--- src/rtl/circ_pkg.sv ---
package circ_pkg;
  typedef enum logic [1:0] {
    FOLD_NONE = 2'd0,
    FOLD_DOWN = 2'd1,
    FOLD_UP   = 2'd2
  } fold_e;
endpackage

--- src/rtl/circ_bound_regs.sv ---
module circ_bound_regs #(
  parameter int AW = 16
) (
  input  logic          clk,
  input  logic          rst_n,
  input  logic          cfg_we,
  input  logic [AW-1:0] cfg_start,
  input  logic [AW-1:0] cfg_end,
  output logic [AW-1:0] lo,
  output logic [AW-1:0] hi,
  output logic [AW:0]   len
);
  logic [AW-1:0] lo_d, hi_d;

  // order the bounds once at load time so the datapath sees low/high
  always_comb begin
    if (cfg_start <= cfg_end) begin
      lo_d = cfg_start;
      hi_d = cfg_end;
    end else begin
      lo_d = cfg_end;
      hi_d = cfg_start;
    end
  end

  always_ff @(posedge clk or negedge rst_n) begin
    if (!rst_n) begin
      lo  <= '0;
      hi  <= '0;
      len <= {{AW{1'b0}}, 1'b1};
    end else if (cfg_we) begin
      lo  <= lo_d;
      hi  <= hi_d;
      len <= {1'b0, hi_d} - {1'b0, lo_d} + {{AW{1'b0}}, 1'b1};
    end
  end
endmodule

--- src/rtl/circ_wrap_calc.sv ---
module circ_wrap_calc
  import circ_pkg::*;
#(
  parameter int AW = 16
) (
  input  logic [AW-1:0] ptr,
  input  logic [AW:0]   step,
  input  logic [AW-1:0] lo,
  input  logic [AW-1:0] hi,
  input  logic [AW:0]   len,
  output logic [AW-1:0] nxt,
  output fold_e         fold
);
  localparam int XW = AW + 2;

  logic signed [XW-1:0] sum, lo_x, hi_x, len_x, res;

  always_comb begin
    sum   = $signed({2'b00, ptr}) + $signed({step[AW], step});
    lo_x  = $signed({2'b00, lo});
    hi_x  = $signed({2'b00, hi});
    len_x = $signed({1'b0, len});
    if (sum > hi_x) begin
      fold = FOLD_DOWN;
      res  = sum - len_x;
    end else if (sum < lo_x) begin
      fold = FOLD_UP;
      res  = sum + len_x;
    end else begin
      fold = FOLD_NONE;
      res  = sum;
    end
    nxt = res[AW-1:0];
  end
endmodule

--- src/rtl/circ_addr_gen.sv ---
module circ_addr_gen
  import circ_pkg::*;
#(
  parameter int AW = 16
) (
  input  logic          clk,
  input  logic          rst_n,
  input  logic          cfg_we,
  input  logic [AW-1:0] cfg_start,
  input  logic [AW-1:0] cfg_end,
  input  logic          ptr_we,
  input  logic [AW-1:0] ptr_val,
  input  logic          upd,
  input  logic [AW:0]   step,
  output logic [AW-1:0] ptr_o,
  output logic [AW:0]   len_o
);
  logic [AW-1:0] lo, hi, nxt;
  logic [AW:0]   len;
  fold_e         fold;

  circ_bound_regs #(.AW(AW)) u_bounds (
    .clk       (clk),
    .rst_n     (rst_n),
    .cfg_we    (cfg_we),
    .cfg_start (cfg_start),
    .cfg_end   (cfg_end),
    .lo        (lo),
    .hi        (hi),
    .len       (len)
  );

  circ_wrap_calc #(.AW(AW)) u_calc (
    .ptr  (ptr_o),
    .step (step),
    .lo   (lo),
    .hi   (hi),
    .len  (len),
    .nxt  (nxt),
    .fold (fold)
  );

  always_ff @(posedge clk or negedge rst_n) begin
    if (!rst_n)      ptr_o <= '0;
    else if (ptr_we) ptr_o <= ptr_val;
    else if (upd)    ptr_o <= nxt;
  end

  assign len_o = len;

  logic fold_unused;
  assign fold_unused = (fold == FOLD_NONE);
endmodule

--- config.mk ---
export PLATFORM = sky130hd
export DESIGN_NAME = circ_addr_gen
export DESIGN_NICKNAME = d
export VERILOG_FILES = /design/src/rtl/circ_pkg.sv /design/src/rtl/circ_bound_regs.sv /design/src/rtl/circ_wrap_calc.sv /design/src/rtl/circ_addr_gen.sv
export SDC_FILE = /design/constraint.sdc
export NUM_CORES = 1
export LEC_CHECK = 0
export ABC_AREA = 0
export CAP_MARGIN = 10
export CELL_PAD_IN_SITES_DETAIL_PLACEMENT = 1
export CELL_PAD_IN_SITES_GLOBAL_PLACEMENT = 1
export CORE_MARGIN = 2
export CORE_UTILIZATION = 40
export CTS_CLUSTER_SIZE = 25
export DETAILED_ROUTE_END_ITERATION = 8
export GPL_TIMING_DRIVEN = 0
export PLACE_DENSITY = 0.82
export SLEW_MARGIN = 25
export SYNTH_ARGS = -nofsm -noshare
export SYNTH_HDL_FRONTEND = slang
export SYNTH_SLANG_ARGS = --single-unit
--- constraint.sdc ---
create_clock -name clk -period 5.6 [get_ports clk]
set_input_delay 1.68 -clock clk [delete_from_list [all_inputs] [get_ports clk]]
set_output_delay 1.68 -clock clk [all_outputs]
set_load 0.01 [all_outputs]
==> Yosys cells after proc, flatten, opt, wreduce, memory -nomap -nowiden <==
Index checks and enable logic that the tools add are counted.
W data, S select, Z words.
{ "totals": {"in_bits": 70, "elab_cells": 19, "output_inout_bits": 33, "reg_bits": 65} }
{ "classes": {"n_mux": 6, "order_cmp": 3, "add_sub_neg": 5, "n_reduce_logical": 1} }
{ "ops": {"columns": ["cell", "n"], "rows": [
  ["$mux W16", 6],
  ["$add A17 B17 Y18", 1],
  ["$gt A18 B17 Y1", 1],
  ["$lt A18 B17 Y1", 1],
  ["$add A17 B1 Y17 const B", 1],
  ["$sub A16 B16 Y17", 1],
  ["$add A16 B16 Y16", 1],
  ["$le A16 B16 Y1", 1],
  ["$sub A16 B16 Y16", 1],
  ["$reduce_bool A2 Y1", 1]
]} }

==> Depth between registers and ports, before layout <==
{ "logic_depth": {"depth_word": 6, "ltp_mapped": 26, "mapped_depth_nobuf": 24} }

==> Cells and area by module <==
Synthesis repeated with hierarchy kept, for this count alone.
{ "unflattened": {"cells_unflattened": 907, "area_unflattened_um2": 7498.4} }
{ "by_module_without_submodules": {"columns": ["module", "seq_area_each_um2", "instances", "area_per_inst_um2", "cells_each"], "rows": [
  ["circ_bound_regs", 1227.4, 1, 3449.6, 389],
  ["circ_wrap_calc", 0.0, 1, 3304.4, 449],
  ["circ_addr_gen", 400.4, 1, 744.5, 69]
]} }

==> Worst setup path after synthesis <==
OpenSTA, ideal clock, no wires.
{ "synth_timing": {"path_kind": "in2reg", "start": "input cfg_end[1]", "end": "register u_bounds.len[11]", "n_path_buf": 2, "arrival_ns": 6.050, "path_stages": 26, "path_slack_ns": -0.575, "setup_ns": 0.125, "t_required_ns": 5.475, "cell_sequence": "inv_1 -> ha_1 -> nor2b_1 -> o21a_1 -> o21a_1 -> o21a_1 -> o21a_1 -> o211ai_1 -> a21o_1 -> clkbuf_1 -> clkbuf_1 -> nand2_1 -> o21ai_0 -> ha_1 -> inv_1 -> fa_1 -> nor2b_1 -> o21ai_0 -> a21boi_0 -> o21ai_0 -> a21boi_0 -> o21ai_0 -> a21boi_0 -> o311a_1 -> a21oi_1 -> mux2_2"} }
{ "synth_via": {"elab_chain_len": 4} }
{ "synth_lines": {"columns": ["element", "line_no", "rtl"], "rows": [
  ["from (decl)", "circ_addr_gen.sv:10", "input logic [AW-1:0] cfg_end,"],
  ["$le A16 B16 Y1", "circ_bound_regs.sv:17", "if (cfg_start <= cfg_end) begin"],
  ["$mux W16", "circ_bound_regs.sv:17", null],
  ["$sub A16 B16 Y17 *", "circ_bound_regs.sv:34", "len <= {1'b0, hi_d} - {1'b0, lo_d} + {{AW{1'b0}}, 1'b1};"],
  ["$add A17 B1 Y17 *", "circ_bound_regs.sv:34", null],
  ["to (signal assigned)", "circ_bound_regs.sv:30", "len <= {{AW{1'b0}}, 1'b1};"],
  ["to (signal assigned)", "circ_bound_regs.sv:34", null],
  ["to (decl)", "circ_bound_regs.sv:11", "output logic [AW:0] len"]
]} }
Mark *: on every way between the ends. The rest lies on a longest branch, timed or not.
A chain may end at the register's enable or synchronous reset.

==> Final worst setup path <==
{ "layout_timing": {"start": "input step[0]", "end": "register ptr_o[11]"} }
{ "layout_via": {"elab_chain_len": 6} }
{ "layout_lines": {"columns": ["element", "line_no", "rtl"], "rows": [
  ["from (decl)", "circ_addr_gen.sv:14", "input logic [AW:0] step,"],
  ["$add A17 B17 Y18 *", "circ_wrap_calc.sv:19", "sum = $signed({2'b00, ptr}) + $signed({step[AW], step});"],
  ["$add A16 B16 Y16 or $lt A18 B17 Y1 (tied branches)", "circ_wrap_calc.sv:28, circ_wrap_calc.sv:26", null],
  ["$mux W16", "circ_wrap_calc.sv:26", "end else if (sum < lo_x) begin"],
  ["$mux W16 *", "circ_wrap_calc.sv:23", "if (sum > hi_x) begin"],
  ["$mux W16 *", "circ_addr_gen.sv:46", "else if (upd) ptr_o <= nxt;"],
  ["$mux W16 *", "circ_addr_gen.sv:45", "else if (ptr_we) ptr_o <= ptr_val;"],
  ["to (signal assigned)", "circ_addr_gen.sv:45", null],
  ["to (signal assigned)", "circ_addr_gen.sv:46", null],
  ["to (decl)", "circ_addr_gen.sv:15", "output logic [AW-1:0] ptr_o,"]
]} }
Mark *: on every way between the ends. The rest lies on a longest branch, timed or not. The select of a mux whose other input is x is not followed.

==> flow_metrics.py <==
metrics = {
    "cts": {
        "cts_made_buffers": 9,
        "clkSinkCount": 65,
        "cts_tree": "yes",
        "cts_max_level": 3,
        "worstSkewPairLatency_ns": 0.36,
        "root_buffer": "clkbuf_16",
        "clockBufferDepth": 2,
        "clkTransAtPathRegs_ns": 0.06,
        "ctsHoldBuffers": 0,
    },
    "logic_synthesis": {
        "synthesis.nets": 1094,
        "syn-mean-instance-area_um2": 7.80,
        "synthTopCellsByArea": "dfrtp_1 22%, ha_1 19%, nand2_1 5.3%",
        "synth_edf_count": 0,
        "yosys.area.top_type": "dfrtp_1",
        "ys_warn_count": 0,
        "synth_cell_types": 65,
        "yosysSeqAreaShare_pct": 22.9,
        "synthArstFlopShare_pct": 100,
        "synthCells": 912,
        "synthesis.area_um2": 7120,
        "ys_seq_elements": 65,
        "synth.top_cell.area_share_pct": 22.5,
        "ys.flop_type": "dfrtp_1",
    },
    "timing": {
        "slew_violations": 0,
        "skew_ns": 0.00837,
        "rsz0062_at_grt": "true",
        "setup_viol": 19,
        "tns_ns": -1.69,
        "relSlewSlack_pct": 37.4,
        "min_period_ns": 5.80,
        "hold_viol_final": 0,
        "fin_ws_ns": -0.198,
        "worstMarginPinSlew_ns": 0.936,
        "timing.fmax_mhz": 172,
        "period_share_pct": 104,
    },
    "final_layout": {
        "fillers": 2014,
        "drive_gt1_share_pct": 22.9,
        "regArea_um2": 1630,
        "syn2layout_area_growth_pct": 43.5,
        "fin_nets": 1268,
        "final_area_um2": 10200,
        "diodes": 0,
        "multi_input_area_um2": 5940,
    },
    "floorplanning": {
        "dieArea_um2": 18900,
        "die_w_um": 137,
        "ios": 103,
        "die_h_um": 137,
        "start_util_pct": 41.0,
        "num_rows": 48,
        "coreArea_um2": 17400,
    },
    "power_and_ir_drop": {
        "swShare_pct": 50.1,
        "p_int_mw": 3.42,
        "p_sw_mw": 3.43,
        "p_leak_nw": 4.69,
        "pwr_density_cell_nw_per_um2": 671,
        "comb_power_share_pct": 80.3,
        "irDropWorstVdd_v": 0.000307,
        "power_frac_clock_pct": 9.0,
        "power_frac_seq_pct": 10.7,
    },
    "critical_path": {
        "worstSetupStartpointType": "input port",
        "cp_max_fo": 6,
        "critPathMaxStageDelay_ns": 0.37,
        "required_ns": 5.88,
        "worstSetupPathType": "input port to flop",
        "crit_path_end_kind": "flop",
        "critPathTopFamily": "compound AO/OA/AOI/OAI gates",
        "path_common_cell": "a21oi_2",
        "ff2ff_setup_slack_ns": 0.76,
        "path_cells": "buf_6, ha_4, fa_2, a211oi_2, nor4_1, or2_1, or3_1, a21oi_2, xnor2_2, ha_1, and4_1, nand3_2, o21a_1, a21oi_2, nand3b_1, mux2i_4, buf_12, nor2_4, buf_4, buf_8, a221oi_2, o22ai_2, o21ai_1",
        "crit_buf_inv": 4,
        "critPathArrivalTime_ns": 6.08,
        "cp_slowest_cell": "or3_1",
    },
    "min_path": {
        "hold_class": "flop to flop",
    },
    "drt": {
        "drt_wl_total_um": 29400,
        "drt-pass1-iter-count": 5,
        "via_count": 7822,
        "avgViaCountPerCell": 5.94,
        "ant_nets": 0,
        "first_iter_violations": 358,
        "drc": 0,
        "wl_per_cell_um": 22.3,
    },
    "placed_design": {
        "gp_congestion": 0.882,
        "place_area_um2": 8550,
        "dpl.hpwl_um": 20100,
        "port_buffers": 100,
    },
    "outcome": {
        "violations": "setup timing",
        "status": "complete, but fails checks",
    },
    "global_routing": {
        "grt_max_degree": 37,
        "track_usage_pct": 30.4,
        "grt_pass1_wl_um": 43900,
        "grt-ovfl-total": 0,
        "antenna_found_initial": 0,
        "grt_pass1_vias": 8223,
    },
    "flow_run": {
        "maxCapViolations": 0,
    },
}
-- sequential cells by signal, indices dropped and copies added, names as in the netlist --
signal,flops
ptr_o,16
u_bounds.hi,16
u_bounds.len,17
u_bounds.lo,16
-- tightest hold or removal path: stages, from the launching register on --
cell and delay (ns):
dfrtp_1 0.34, nor2_1 0.05, a21oi_1 0.10
-- placed cells by master (no fill, tap or decap), types with 11 or more instances in the layout --
| cell | count |
|---|---|
| nand2_1 | 94 |
| inv_1 | 89 |
| ha_1 | 80 |
| nor2_1 | 70 |
| dfrtp_1 | 64 |
| buf_4 | 60 |
| clkdlybuf4s50_1 | 57 |
| a21oi_1 | 43 |
| o21ai_0 | 40 |
| a31oi_1 | 34 |
| ha_4 | 27 |
| a21o_1 | 25 |
| clkbuf_1 | 19 |
| xnor2_1 | 18 |
| or3_1 | 17 |
| a21oi_2 | 16 |
| dlygate4sd2_1 | 16 |
| o21a_1 | 12 |
| nand3_1 | 12 |
| nor3_1 | 12 |
| clkbuf_16 | 11 |
-- layer usage --
| layer | routed length (um) | vias to the layer above | global-route usage [%] | share of wire [%] |
|---|---|---|---|---|
| met4 | 1130 | 0 | 14.3 | 3.8 |
| li1 | - | 3639 | - | - |
| met1 | 12100 | 3837 | 36.5 | 41 |
| met5 | 0 | - | 0 | 0 |
| met3 | 1260 | 70 | 2.61 | 4.3 |
| met2 | 15000 | 276 | 54.6 | 51 |
-- power by group through the flow --
| stage | Combinational (mW) | Sequential, mW | Clock, mW |
|---|---|---|---|
| final | 5.50 | 0.733 | 0.617 |
| after global routing | 5.98 | 0.746 | 0.626 |
| after CTS | 4.90 | 0.726 | 0.606 |
| after detailed placement | 4.27 | 0.719 | 0 |
| after global placement | 4.15 | 0.709 | 0 |
| after floorplan | 3.03 | 0.729 | 0 |
-- timing repair --
item / in CTS / in global routing
endpoints found under the setup margin: 26 / 23
gates cloned: 1 / 1
setup buffers: 41 / 21
gates resized for setup: 180 / 89
pin swaps: 86 / 59
-- layout make-up --
class,instances,share of cell area [%]
Buffer,27,1.79
Clock buffer,10,2.34
Clock inverter,6,0.662
Inverter,98,3.72
Multi-Input combinational cell,721,58.2
Sequential cell,65,15.9
Tap cell,225,2.76
Timing Repair Buffer,164,14.6
-- worst paths after layout --
check	from	end	cells after the start
setup reg to reg	ptr_o[0]$_DFFE_PN0P_	ptr_o[11]$_DFFE_PN0P_	22
hold / removal	u_bounds.hi[1]$_DFFE_PN0P_	u_bounds.hi[1]$_DFFE_PN0P_	2
min in group asynchronous	rst_n	u_bounds.lo[0]$_DFFE_PN0P_	1
setup / recovery	step[0]	ptr_o[11]$_DFFE_PN0P_	23
hold reg to reg	u_bounds.hi[1]$_DFFE_PN0P_	u_bounds.hi[1]$_DFFE_PN0P_	2
max in group asynchronous	rst_n	u_bounds.len[11]$_DFFE_PN0P_	2
-- cells in the mapped netlist, types with 5 or more instances --
cell type / n
a21o_1: 26
or2_2: 7
nand3_1: 18
clkbuf_1: 27
nor3_1: 14
inv_1: 96
xnor2_1: 22
a221o_1: 5
xor2_1: 8
a2bb2oi_1: 6
nor2b_1: 11
a22oi_1: 7
o22ai_1: 7
ha_1: 108
o211ai_1: 7
o31a_1: 5
a21oi_1: 59
and3_1: 7
o21a_1: 12
or3_1: 17
nand4_1: 7
o21ai_0: 54
o21bai_1: 10
o221ai_1: 6
nand2_1: 100
dfrtp_1: 64
mux2i_1: 7
o31ai_1: 5
a31oi_1: 36
nor2_1: 75
nand2b_1: 6
-- metrics by stage --
| step | power [mW] | hold slack [ns] | utilization [%] | cells | setup WS, ns |
|---|---|---|---|---|---|
| 6_report | 6.85 | 0.539 | 58.8 | 1316 | -0.198 |
| 5_1_grt | 7.35 | 0.557 | 58.8 | 1316 | -0.388 |
| 4_1_cts | 6.23 | 0.544 | 56.1 | 1295 | -0.0903 |
| 3_5_place_dp | 4.99 | 0.530 | 49.3 | 1238 | -1.46 |
| 3_3_place_gp | 4.85 | 0.491 | 49.2 | 1237 | -1.34 |
| 2_1_floorplan | 3.76 | 0.495 | - | 912 | -0.0164 |
-- kinds of logic (layout without fill, tap and decap cells) --
group                      Yosys count  after routing  synth area share, %
adders and majority gates          112            112                 20.1
xor gates and xnor gates            30             30                 3.69
muxes                               11             11                 1.62
and+or+nand+nor                    279            279                 18.1
buffers and inverters              126            305                 6.64
AOI/OAI and AO/OA                  289            289                 27.0
DFF                                 65             65                 22.9
Power figures use the tool's default switching activity.
